## config.mk

```make
export PLATFORM = sky130hd
export DESIGN_NAME = brc_unit
export DESIGN_NICKNAME = d
export VERILOG_FILES = /design/src/rtl/brc_pkg.sv /design/src/rtl/brc_cond_eval.sv /design/src/rtl/brc_target_calc.sv /design/src/rtl/brc_unit.sv
export SDC_FILE = /design/constraint.sdc
export NUM_CORES = 1
export LEC_CHECK = 0
export BUFFER_PORTS_ARGS = -buffer_cell sky130_fd_sc_hd__buf_4
export CAP_MARGIN = 0
export CORE_MARGIN = 5
export CORE_UTILIZATION = 45
export CTS_CLUSTER_DIAMETER = 30
export DETAILED_ROUTE_END_ITERATION = 8
export GPL_TIMING_DRIVEN = 0
export PLACE_DENSITY_LB_ADDON = 0.2
export SYNTH_ARGS = -nofsm -noshare
export SYNTH_HDL_FRONTEND = slang
export SYNTH_SLANG_ARGS = --single-unit
```

## constraint.sdc

```tcl
create_clock -name clk -period 9.28 [get_ports clk]
set_clock_uncertainty 0.15 [all_clocks]
set_input_delay 1.392 -clock clk [delete_from_list [all_inputs] [get_ports clk]]
set_output_delay 1.392 -clock clk [all_outputs]
set_load 0.01 [all_outputs]
```

## src/rtl/brc_pkg.sv

```systemverilog
package brc_pkg;
    typedef enum logic [1:0] {
        SEL_NEG  = 2'b00,
        SEL_OVF  = 2'b01,
        SEL_CARRY = 2'b10,
        SEL_ZERO = 2'b11
    } flag_sel_e;

    typedef struct packed {
        logic neg;
        logic ovf;
        logic carry;
        logic zero;
    } flags_t;
endpackage

```

## src/rtl/brc_cond_eval.sv

```systemverilog
module brc_cond_eval
    import brc_pkg::*;
(
    input  logic [2:0] cond_code,
    input  flags_t     flags,
    output logic       hit
);
    flag_sel_e sel;
    logic      tested;

    assign sel = flag_sel_e'(cond_code[2:1]);

    always_comb begin
        unique case (sel)
            SEL_NEG:   tested = flags.neg;
            SEL_OVF:   tested = flags.ovf;
            SEL_CARRY: tested = flags.carry;
            SEL_ZERO:  tested = flags.zero;
            default:   tested = 1'b0;
        endcase
    end

    assign hit = (tested == cond_code[0]);
endmodule

```

## src/rtl/brc_target_calc.sv

```systemverilog
module brc_target_calc #(
    parameter int PC_W     = 16,
    parameter int DISP_W   = 8,
    parameter int PAGE_LSB = 8
) (
    input  logic [PC_W-1:0]   pc_in,
    input  logic [DISP_W-1:0] disp,
    input  logic              take,
    output logic [PC_W-1:0]   target,
    output logic              crossed
);
    localparam int EXT_W = PC_W - DISP_W;

    logic [PC_W-1:0] disp_ext;
    logic [PC_W-1:0] sum;

    assign disp_ext = {{EXT_W{disp[DISP_W-1]}}, disp};
    assign sum      = pc_in + disp_ext;
    assign target   = take ? sum : pc_in;
    assign crossed  = take && (sum[PC_W-1:PAGE_LSB] != pc_in[PC_W-1:PAGE_LSB]);
endmodule

```

## src/rtl/brc_unit.sv

```systemverilog
module brc_unit
    import brc_pkg::*;
#(
    parameter int              PC_W     = 16,
    parameter int              DISP_W   = 8,
    parameter int              PAGE_LSB = 8,
    parameter logic [PC_W-1:0] RESET_PC = '0
) (
    input  logic              clk,
    input  logic              rst_n,
    input  logic [2:0]        cond_code,
    input  logic              flag_n,
    input  logic              flag_v,
    input  logic              flag_c,
    input  logic              flag_z,
    input  logic [PC_W-1:0]   pc_in,
    input  logic [DISP_W-1:0] disp,
    input  logic              exec_en,
    output logic              taken,
    output logic [PC_W-1:0]   next_pc,
    output logic              page_cross,
    output logic [PC_W-1:0]   pc_q
);
    flags_t flags;

    assign flags = '{neg: flag_n, ovf: flag_v, carry: flag_c, zero: flag_z};

    brc_cond_eval u_cond (
        .cond_code (cond_code),
        .flags     (flags),
        .hit       (taken)
    );

    brc_target_calc #(
        .PC_W     (PC_W),
        .DISP_W   (DISP_W),
        .PAGE_LSB (PAGE_LSB)
    ) u_target (
        .pc_in   (pc_in),
        .disp    (disp),
        .take    (taken),
        .target  (next_pc),
        .crossed (page_cross)
    );

    always_ff @(posedge clk) begin
        if (!rst_n)
            pc_q <= RESET_PC;
        else if (exec_en)
            pc_q <= next_pc;
    end
endmodule

```

==> results.sh, run 1 <==
export IMPL_crit_cells=11
export IMPL_timing_fmax_mhz=171
export IMPL_ys_flop_type="dfxtp_1"
export IMPL_yosys_warnings=0
export IMPL_grt_pass1_vias=1759
export IMPL_top_layer="met4"
export IMPL_cp_end_kind="output port"
export IMPL_synth_yosys_seq_area_share=0.190
export IMPL_clock_sinks=16
export IMPL_wire_per_inst_um=14.5
export IMPL_diodes=0
export IMPL_final_max_slew_viol_count=0
export IMPL_path_cells="buf_4, ha_1, fa_1, a21oi_1, o211ai_1, nand2_1, xnor3_2, a2111oi_0, nand4_1, o41a_1, buf_4"
export IMPL_period_minus_slack_ns=5.83
export IMPL_finalSetupViolations=0
export IMPL_clkTransAtPathRegs_ns=0.06
export IMPL_fin_tns_setup_ns=0
export IMPL_tritoncts="yes"
export IMPL_gp_congestion=0.845
export IMPL_grt_start_max_net_pins=11
export IMPL_fin_nets=328
export IMPL_synth_top_area_cell="dfxtp_1"
export IMPL_netlist_top_cells_area="dfxtp_1 19%, ha_1 11%, mux2i_1 6.5%"
export IMPL_numPortBuffers=66
export IMPL_cp_num_buf_inv=2
export IMPL_power_density_mw_per_mm2=138
export IMPL_die_h_um=71.1
export IMPL_drt_iter0_markers=70
export IMPL_async_flop_share=0
export IMPL_worst_setup_path_start_kind="input port"
export IMPL_placed_cell_area_mm2=0.00224
export IMPL_ant_nets=0
export IMPL_rows=22
export IMPL_cts_resized=0
export IMPL_synth_edf_count=0
export IMPL_postCtsSetupBuffers=0
export IMPL_grt_pass1_wl_um=7770
export IMPL_cts_buffer_depth=2
export IMPL_vdd_drop_max_mv=0.117
export IMPL_r2r_start="pc_q[13]"
export IMPL_syn_area_per_cell_um2=8.12
export IMPL_dieArea_mm2=0.00506
export IMPL_wl_um=4700
export IMPL_wl_met3_um=331
export IMPL_firstDrtPassIters=4
export IMPL_largest_reg_flops=16
export IMPL_grt_ovfl_total=0
export IMPL_hold_ws_ns=0.354
export IMPL_final_hold_viol_count=0
export IMPL_syn_to_final_growth_pct=36.3
export IMPL_top_regs="pc_q: 16 flops"
export IMPL_ys_ff_latch=16
export IMPL_critPathMaxFanout=4
export IMPL_core_area_mm2=0.00363
export IMPL_critPathTopFamily="compound AO/OA/AOI/OAI gates"
export IMPL_tightestPinTransition_ns=0.668
export IMPL_cpMaxStageDelayCell="a2111oi_0"
export IMPL_relSlewSlack=0.555
export IMPL_vias=1764
export IMPL_p_leak_nw=1.12
export IMPL_maxCapViolCount=0
export IMPL_hold_path_class="register to register"
export IMPL_drive_above_1_share=0.318
export IMPL_cts_root_buf="clkbuf_8"
export IMPL_status="completed"
export IMPL_fin_total_pwr_uw=316
export IMPL_place_hpwl_um=3890
export IMPL_cts_buffers=3
export IMPL_cts_hold_buf=0
export IMPL_rr_worst_depth=2
export IMPL_clk_latency_ns=0.24
export IMPL_grt_antenna_before_repair=0
export IMPL_syn_area_mm2=0.00168
export IMPL_synthCells=207
export IMPL_synth_nets=257
export IMPL_arrival_ns=4.29
export IMPL_viasPerCell=5.43
export IMPL_required_ns=7.74
export IMPL_top_register="pc_q"
export IMPL_stdcell_area_mm2=0.00229
export IMPL_grtUsageTotal=0.185
export IMPL_rrSetupSlack_ns=8.41
export IMPL_ios=68
export IMPL_dr_wl_met2_um=2210
export IMPL_initial_utilization=0.463
export IMPL_synth_distinct_cells=46
export IMPL_slowest_delay_ns=0.50
export IMPL_synth_top_area_frac=0.190
export IMPL_die_w_um=71.1
export IMPL_crit_type="input port to output port"
export IMPL_cp_common_cell="buf_4"
export IMPL_min_period_over_period=0.629
export IMPL_crit_end="page_cross"
export IMPL_startpoint="pc_in[0]"
export IMPL_rsz0062_at_grt="no"
export IMPL_drc_errors=0
export IMPL_h_tree_depth=1
export IMPL_r2r_end="pc_q[13]"
export IMPL_met1_length_um=2080
[through the flow]
step	instances	setup slack, ns	util
global placement	321	3.42	0.616
CTS	325	3.42	0.631
detailed placement	321	3.42	0.616
global route	325	3.25	0.631
floorplan	207	4.14	-
finish	325	3.45	0.631
[power breakdown]
group          switching [mW]  leakage, nW  total [mW]  internal (mW)
sequential            0.00393        0.132      0.0802         0.0763
clock                  0.0222       0.0288      0.0597         0.0375
combinational          0.0907        0.964       0.176         0.0851
total                   0.117         1.12       0.316          0.199
[cell type report]
cell class | instances | area [um^2]
sequential | 16 | 320
fill | 355 | 1340
tap | 48 | 60.1
clock buffer | 4 | 55.1
multi-input combinational | 172 | 1280
inverter | 9 | 33.8
buffer | 10 | 47.5
timing repair buffer | 66 | 495
[synthesized netlist by cell type (6+ instances only)]
master / instances
xor2_1: 7
mux2i_1: 11
clkbuf_1: 6
nand2_1: 21
xnor2_1: 11
dfxtp_1: 16
inv_1: 9
nand4_1: 6
o21ai_0: 16
a21o_1: 8
ha_1: 15
nor2_1: 17
a21oi_1: 13
[layer usage]
layer / up-vias / GRT usage
met5: - / 0
met4: 0 / 0.0626
met3: 9 / 0.0327
met2: 53 / 0.313
met1: 809 / 0.237
li1: 893 / -
[cells in the final DEF, fill, tap and decap left out, types with 2 or more instances in the layout]
master and count:
nand4_1 6, a21o_1 8, xnor2_1 11, mux2i_1 11
a21oi_2 2, nor3_1 4, o21ba_2 4, xor2_1 7
clkbuf_8 4, clkbuf_1 6, o31ai_1 2, o21ai_0 16
buf_4 66, nand2_1 21, inv_1 9, nand3_1 3
a2111oi_0 2, mux2_2 4, a21boi_0 2, a21oi_1 13
o211ai_1 3, dfxtp_1 16, buf_2 2, ha_1 15
nor2_1 17
[worst min path at each step]
stage | startpoint | endpoint | slack, ns | cells after the start
2_1_floorplan | pc_q[12] | pc_q[12] | 0.34 | 2
3_3_place_gp | pc_q[12] | pc_q[12] | 0.32 | 2
3_5_place_dp | pc_q[12] | pc_q[12] | 0.34 | 2
4_1_cts | pc_q[12] | pc_q[12] | 0.35 | 2
5_1_grt | pc_q[6] | pc_q[6] | 0.39 | 2
6_report | pc_q[4] | pc_q[4] | 0.35 | 2
[worst register-to-register path: cells and delay by family, from the launching register on]
family | cells | cell delay [ns]
AOI/OAI and AO/OA | 2 | 0.30
DFF | 1 | 0.31
[kinds of logic after synthesis]
family | share of synthesized area
xor+xnor | 0.121
simple gates | 0.153
compound gates | 0.258
mux | 0.106
buf+inv | 0.0484
fa+ha+maj | 0.124
flops | 0.190
Power figures use the tool's default switching activity.
==> run 2, diff against run 1 <==
CORE_UTILIZATION = 44   (was 45)
clock period = 4.7 ns   (was 9.28 ns; I/O delays follow)
==> results.sh, run 2 (synthesis gave the netlist of run 1 again) <==
export IMPL_rows=22
export IMPL_slowest_delay_ns=0.42
export IMPL_min_path_cells=2
export IMPL_critPathMaxFanout=4
export IMPL_power_switching_share=0.365
export IMPL_timing_fmax_mhz=233
export IMPL_relSlewSlack=0.561
export IMPL_wl_met3_um=281
export IMPL_hold_path_class="register to register"
export IMPL_drt_iter0_markers=79
export IMPL_layout_commonest_cell="buf_4"
export IMPL_crit_cells=11
export IMPL_min_period_over_period=0.912
export IMPL_cp_common_cell="buf_4"
export IMPL_grt_pass1_vias=1699
export IMPL_clk_latency_ns=0.25
export IMPL_dieArea_mm2=0.00516
export IMPL_ios=68
export IMPL_fin_nets=328
export IMPL_cts_resized=0
export IMPL_vdd_drop_max_mv=0.216
export IMPL_status="completed"
export IMPL_clkTransAtPathRegs_ns=0.06
export IMPL_intPower_uw=393
export IMPL_postCtsSetupBuffers=0
export IMPL_grt_ovfl_total=0
export IMPL_period_minus_slack_ns=4.29
export IMPL_vias=1721
export IMPL_top_regs="pc_q: 16 flops"
export IMPL_dr_wl_met2_um=1990
export IMPL_wl_um=4460
export IMPL_grtUsageTotal=0.178
export IMPL_numPortBuffers=66
export IMPL_grt_pass1_wl_um=7580
export IMPL_placed_cell_area_mm2=0.00224
export IMPL_p_leak_nw=1.12
export IMPL_final_hold_viol_count=0
export IMPL_finalSetupViolations=0
export IMPL_clock_sinks=16
export IMPL_grt_start_max_net_pins=11
export IMPL_largest_reg_flops=16
export IMPL_cts_buffer_depth=2
export IMPL_rr_worst_depth=2
export IMPL_die_h_um=71.8
export IMPL_path_cells="buf_4, ha_1, fa_1, a21oi_1, o211ai_1, nand2_1, xnor3_2, a2111oi_0, nand4_1, o41a_1, buf_4"
export IMPL_grt_antenna_before_repair=0
export IMPL_combPwrFrac=0.552
export IMPL_seqPwrFrac=0.255
export IMPL_fin_total_pwr_uw=619
export IMPL_critPathTopFamily="compound AO/OA/AOI/OAI gates"
export IMPL_diodes=0
export IMPL_hold_ws_ns=0.336
export IMPL_drive_above_1_share=0.318
export IMPL_worst_setup_path_start_kind="input port"
export IMPL_wire_per_inst_um=13.7
export IMPL_crit_type="input port to output port"
export IMPL_die_w_um=71.8
export IMPL_cts_root_buf="clkbuf_8"
export IMPL_rsz0062_at_grt="no"
export IMPL_final_cell_mix="66 x buf_4, 21 x nand2_1, 17 x nor2_1, 16 x o21ai_0, 16 x dfxtp_1"
export IMPL_power_frac_clock=0.193
export IMPL_ant_nets=0
export IMPL_maxCapViolCount=0
export IMPL_tightestPinTransition_ns=0.659
export IMPL_tritoncts="yes"
export IMPL_h_tree_depth=1
export IMPL_cts_hold_buf=0
export IMPL_firstDrtPassIters=4
export IMPL_place_hpwl_um=3770
export IMPL_core_area_mm2=0.00369
export IMPL_top_layer="met4"
export IMPL_initial_utilization=0.456
export IMPL_top_register="pc_q"
export IMPL_stdcell_area_mm2=0.00229
export IMPL_arrival_ns=3.43
export IMPL_cp_end_kind="output port"
export IMPL_viasPerCell=5.30
export IMPL_cts_buffers=3
export IMPL_met1_length_um=2110
export IMPL_cpMaxStageDelayCell="fa_1"
export IMPL_syn_to_final_growth_pct=36.3
export IMPL_cp_num_buf_inv=2
export IMPL_fin_tns_setup_ns=0
export IMPL_drc_errors=0
export IMPL_gp_congestion=0.873
export IMPL_power_density_mw_per_mm2=270
export IMPL_final_max_slew_viol_count=0
export IMPL_required_ns=3.85
export IMPL_p_sw_uw=226
[run 2: worst paths after layout]
kind / startpoint / slack [ns] / to
setup / recovery: pc_in[0] / 0.41 / page_cross
hold / removal: pc_q[12] / 0.34 / pc_q[12]
setup reg to reg: pc_q[9] / 3.85 / pc_q[9]
hold reg to reg: pc_q[12] / 0.34 / pc_q[12]
[run 2: worst min-delay path, stage by stage, from the launching register on]
cell and delay (ns):
dfxtp_1 0.32, nand2_1 0.06, a21oi_1 0.05
[run 2: per-stage QoR]
step / utilization / setup slack (ns) / instances
2_1_floorplan: - / 0.931 / 207
3_3_place_gp: 0.607 / 0.390 / 321
3_5_place_dp: 0.607 / 0.363 / 321
4_1_cts: 0.621 / 0.369 / 325
5_1_grt: 0.621 / 0.149 / 325
6_report: 0.621 / 0.411 / 325
[run 2: routing by layer]
metal  up-vias  GRT usage
met2        52      0.280
li1        897          -
met4         0     0.0647
met3         8     0.0337
met5         -          0
met1       764      0.242
[run 2: cell type report]
class                   count  area, um^2
plain buffers              10        47.5
clock buffers               4        55.1
fillers                   370        1400
inverters                   9        33.8
multi-input cells         172        1280
flip-flops and latches     16         320
well taps                  48        60.1
repair buffers             66         495
[run 2: power by group through the flow]
stage	registers [mW]	logic, mW	clock network, mW
floorplan	0.167	0.199	0
global placement	0.160	0.340	0
detailed placement	0.161	0.342	0
CTS	0.158	0.344	0.122
global route	0.160	0.378	0.130
finish	0.158	0.342	0.119
==> run 3, diff against run 2 <==
--- a/config.mk
+++ b/config.mk
@@ -10,3 +10,3 @@
 export CORE_MARGIN = 5
-export CORE_UTILIZATION = 44
+export CORE_UTILIZATION = 45
 export CTS_CLUSTER_DIAMETER = 30
==> constraint.sdc (replaced) <==
create_clock -name clk -period 4.19 [get_ports clk]
set_clock_uncertainty 0.15 [all_clocks]
set_input_delay 0.838 -clock clk [delete_from_list [all_inputs] [get_ports clk]]
set_output_delay 0.838 -clock clk [all_outputs]
set_load 0.01 [all_outputs]
==> results.sh, run 3 (synthesis gave the netlist of run 1 again) <==
export IMPL_status="complete, but fails checks"
export IMPL_violations="negative setup slack"
export IMPL_path_cells="buf_4, ha_2, fa_2, a21oi_2, o211ai_1, nand2_1, xnor3_2, a2111oi_4, nand4_1, o41a_1, buf_4"
export IMPL_diodes=0
export IMPL_viasPerCell=5.46
export IMPL_rsz0062_at_grt="yes"
export IMPL_grt_ovfl_total=0
export IMPL_power_density_mw_per_mm2=302
export IMPL_grt_start_max_net_pins=11
export IMPL_arrival_ns=3.21
export IMPL_syn_to_final_growth_pct=48.3
export IMPL_cpMaxStageDelayCell="fa_2"
export IMPL_fin_ws_ns=-0.0106
export IMPL_seqPwrFrac=0.236
export IMPL_relSlewSlack=0.559
export IMPL_wl_met3_um=344
export IMPL_maxCapViolCount=0
export IMPL_die_w_um=71.1
export IMPL_r2r_start="pc_q[13]"
export IMPL_r2r_end="pc_q[13]"
export IMPL_layout_commonest_cell="buf_4"
export IMPL_p_leak_nw=1.20
export IMPL_vdd_drop_max_mv=0.263
export IMPL_slowest_delay_ns=0.39
export IMPL_hold_ws_ns=0.356
export IMPL_combPwrFrac=0.588
export IMPL_largest_reg_flops=16
export IMPL_tightestPinTransition_ns=0.661
export IMPL_dr_wl_met2_um=2380
export IMPL_min_from="pc_q[2]"
export IMPL_finalSetupViolations=1
export IMPL_final_hold_viol_count=0
export IMPL_period_minus_slack_ns=4.20
export IMPL_critPathMaxFanout=3
export IMPL_grt_pass1_vias=1824
export IMPL_drc_errors=0
export IMPL_wl_um=4990
export IMPL_ios=68
export IMPL_placed_cell_area_mm2=0.00224
export IMPL_cts_buffer_depth=2
export IMPL_h_tree_depth=1
export IMPL_grt_antenna_before_repair=0
export IMPL_place_hpwl_um=3890
export IMPL_met1_length_um=2180
export IMPL_worst_setup_path_start_kind="input port"
export IMPL_gp_congestion=0.845
export IMPL_critPathTopFamily="compound AO/OA/AOI/OAI gates"
export IMPL_crit_type="input port to output port"
export IMPL_core_area_mm2=0.00363
export IMPL_firstDrtPassIters=4
export IMPL_min_period_over_period=1.00
export IMPL_numPortBuffers=66
export IMPL_drive_above_1_share=0.394
export IMPL_cts_root_buf="clkbuf_8"
export IMPL_clkTransAtPathRegs_ns=0.06
export IMPL_intPower_uw=472
export IMPL_p_sw_uw=280
export IMPL_final_cell_mix="77 x buf_4, 21 x nand2_1, 17 x nor2_1, 16 x dfxtp_1, 14 x o21ai_0"
export IMPL_ant_nets=0
export IMPL_cts_buffers=3
export IMPL_vias=1829
export IMPL_final_util=0.686
export IMPL_cp_num_buf_inv=2
export IMPL_timing_fmax_mhz=238
export IMPL_top_register="pc_q"
export IMPL_fin_total_pwr_uw=752
export IMPL_final_max_slew_viol_count=0
export IMPL_drt_iter0_markers=87
export IMPL_required_ns=3.20
export IMPL_top_layer="met4"
export IMPL_min_path_cells=2
export IMPL_dieArea_mm2=0.00506
export IMPL_cp_common_cell="buf_4"
export IMPL_fin_nets=338
export IMPL_clk_latency_ns=0.24
export IMPL_rr_worst_depth=2
export IMPL_tritoncts="yes"
export IMPL_min_to="pc_q[2]"
export IMPL_stdcell_area_mm2=0.00249
export IMPL_cp_end_kind="output port"
export IMPL_power_switching_share=0.372
export IMPL_die_h_um=71.1
export IMPL_top_regs="pc_q: 16 flops"
export IMPL_grt_pass1_wl_um=8170
export IMPL_rows=22
export IMPL_initial_utilization=0.463
export IMPL_clock_sinks=16
export IMPL_grtUsageTotal=0.197
export IMPL_rrSetupSlack_ns=3.32
export IMPL_hold_path_class="register to register"
export IMPL_power_frac_clock=0.176
export IMPL_wire_per_inst_um=14.9
[run 3: layout make-up]
cell class                 count  area, um^2
buffer                         8        40.0
clock buffer                   4        55.1
fill                         313        1140
inverter                       9        33.8
multi-input combinational    172        1400
sequential                    16         320
tap                           48        60.1
timing repair buffer          78         589
[run 3: worst max path at each step]
stage | startpoint | endpoint | slack (ns) | cells past startpoint
final | pc_in[0] | page_cross | -0.01 | 11
after global routing | pc_in[0] | page_cross | -0.12 | 11
after CTS | pc_in[6] | page_cross | 0.007 | 10
after detailed placement | pc_in[0] | page_cross | -0.56 | 11
after global placement | pc_in[0] | page_cross | -0.56 | 11
after floorplan | pc_in[0] | page_cross | 0.16 | 9
[run 3: routing by layer]
| metal | GRT usage | up-vias |
|---|---|---|
| li1 | - | 914 |
| met1 | 0.247 | 840 |
| met2 | 0.343 | 67 |
| met3 | 0.0270 | 8 |
| met4 | 0.0668 | 0 |
| met5 | 0 | - |
[run 3: metrics by stage]
| step | std cells | setup WS (ns) | setup TNS [ns] |
|---|---|---|---|
| 2_1_floorplan | 207 | 0.155 | 0 |
| 3_3_place_gp | 321 | -0.558 | -0.610 |
| 3_5_place_dp | 321 | -0.562 | -0.622 |
| 4_1_cts | 335 | 0.00744 | 0 |
| 5_1_grt | 335 | -0.118 | -0.118 |
| 6_report | 335 | -0.0106 | -0.0106 |
[run 3: timing repair]
item	CTS	global route
setup endpoints to repair	2	3
hold buffers	0	0
buffers inserted	12	0
resized for setup	20	3
pin swaps	17	0
[run 3: power groups by stage]
| stage | logic [mW] | clock network [mW] | registers, mW |
|---|---|---|---|
| 6_report | 0.442 | 0.132 | 0.178 |
| 5_1_grt | 0.481 | 0.144 | 0.180 |
| 4_1_cts | 0.438 | 0.136 | 0.178 |
| 3_5_place_dp | 0.389 | 0 | 0.181 |
| 3_3_place_gp | 0.384 | 0 | 0.180 |
| 2_1_floorplan | 0.224 | 0 | 0.188 |
[run 3: worst register-to-register path, delay by kind of cell (launching register included)]
family / cells / cell delay (ns)
AOI/OAI and AO/OA: 2 / 0.30
DFF: 1 / 0.31
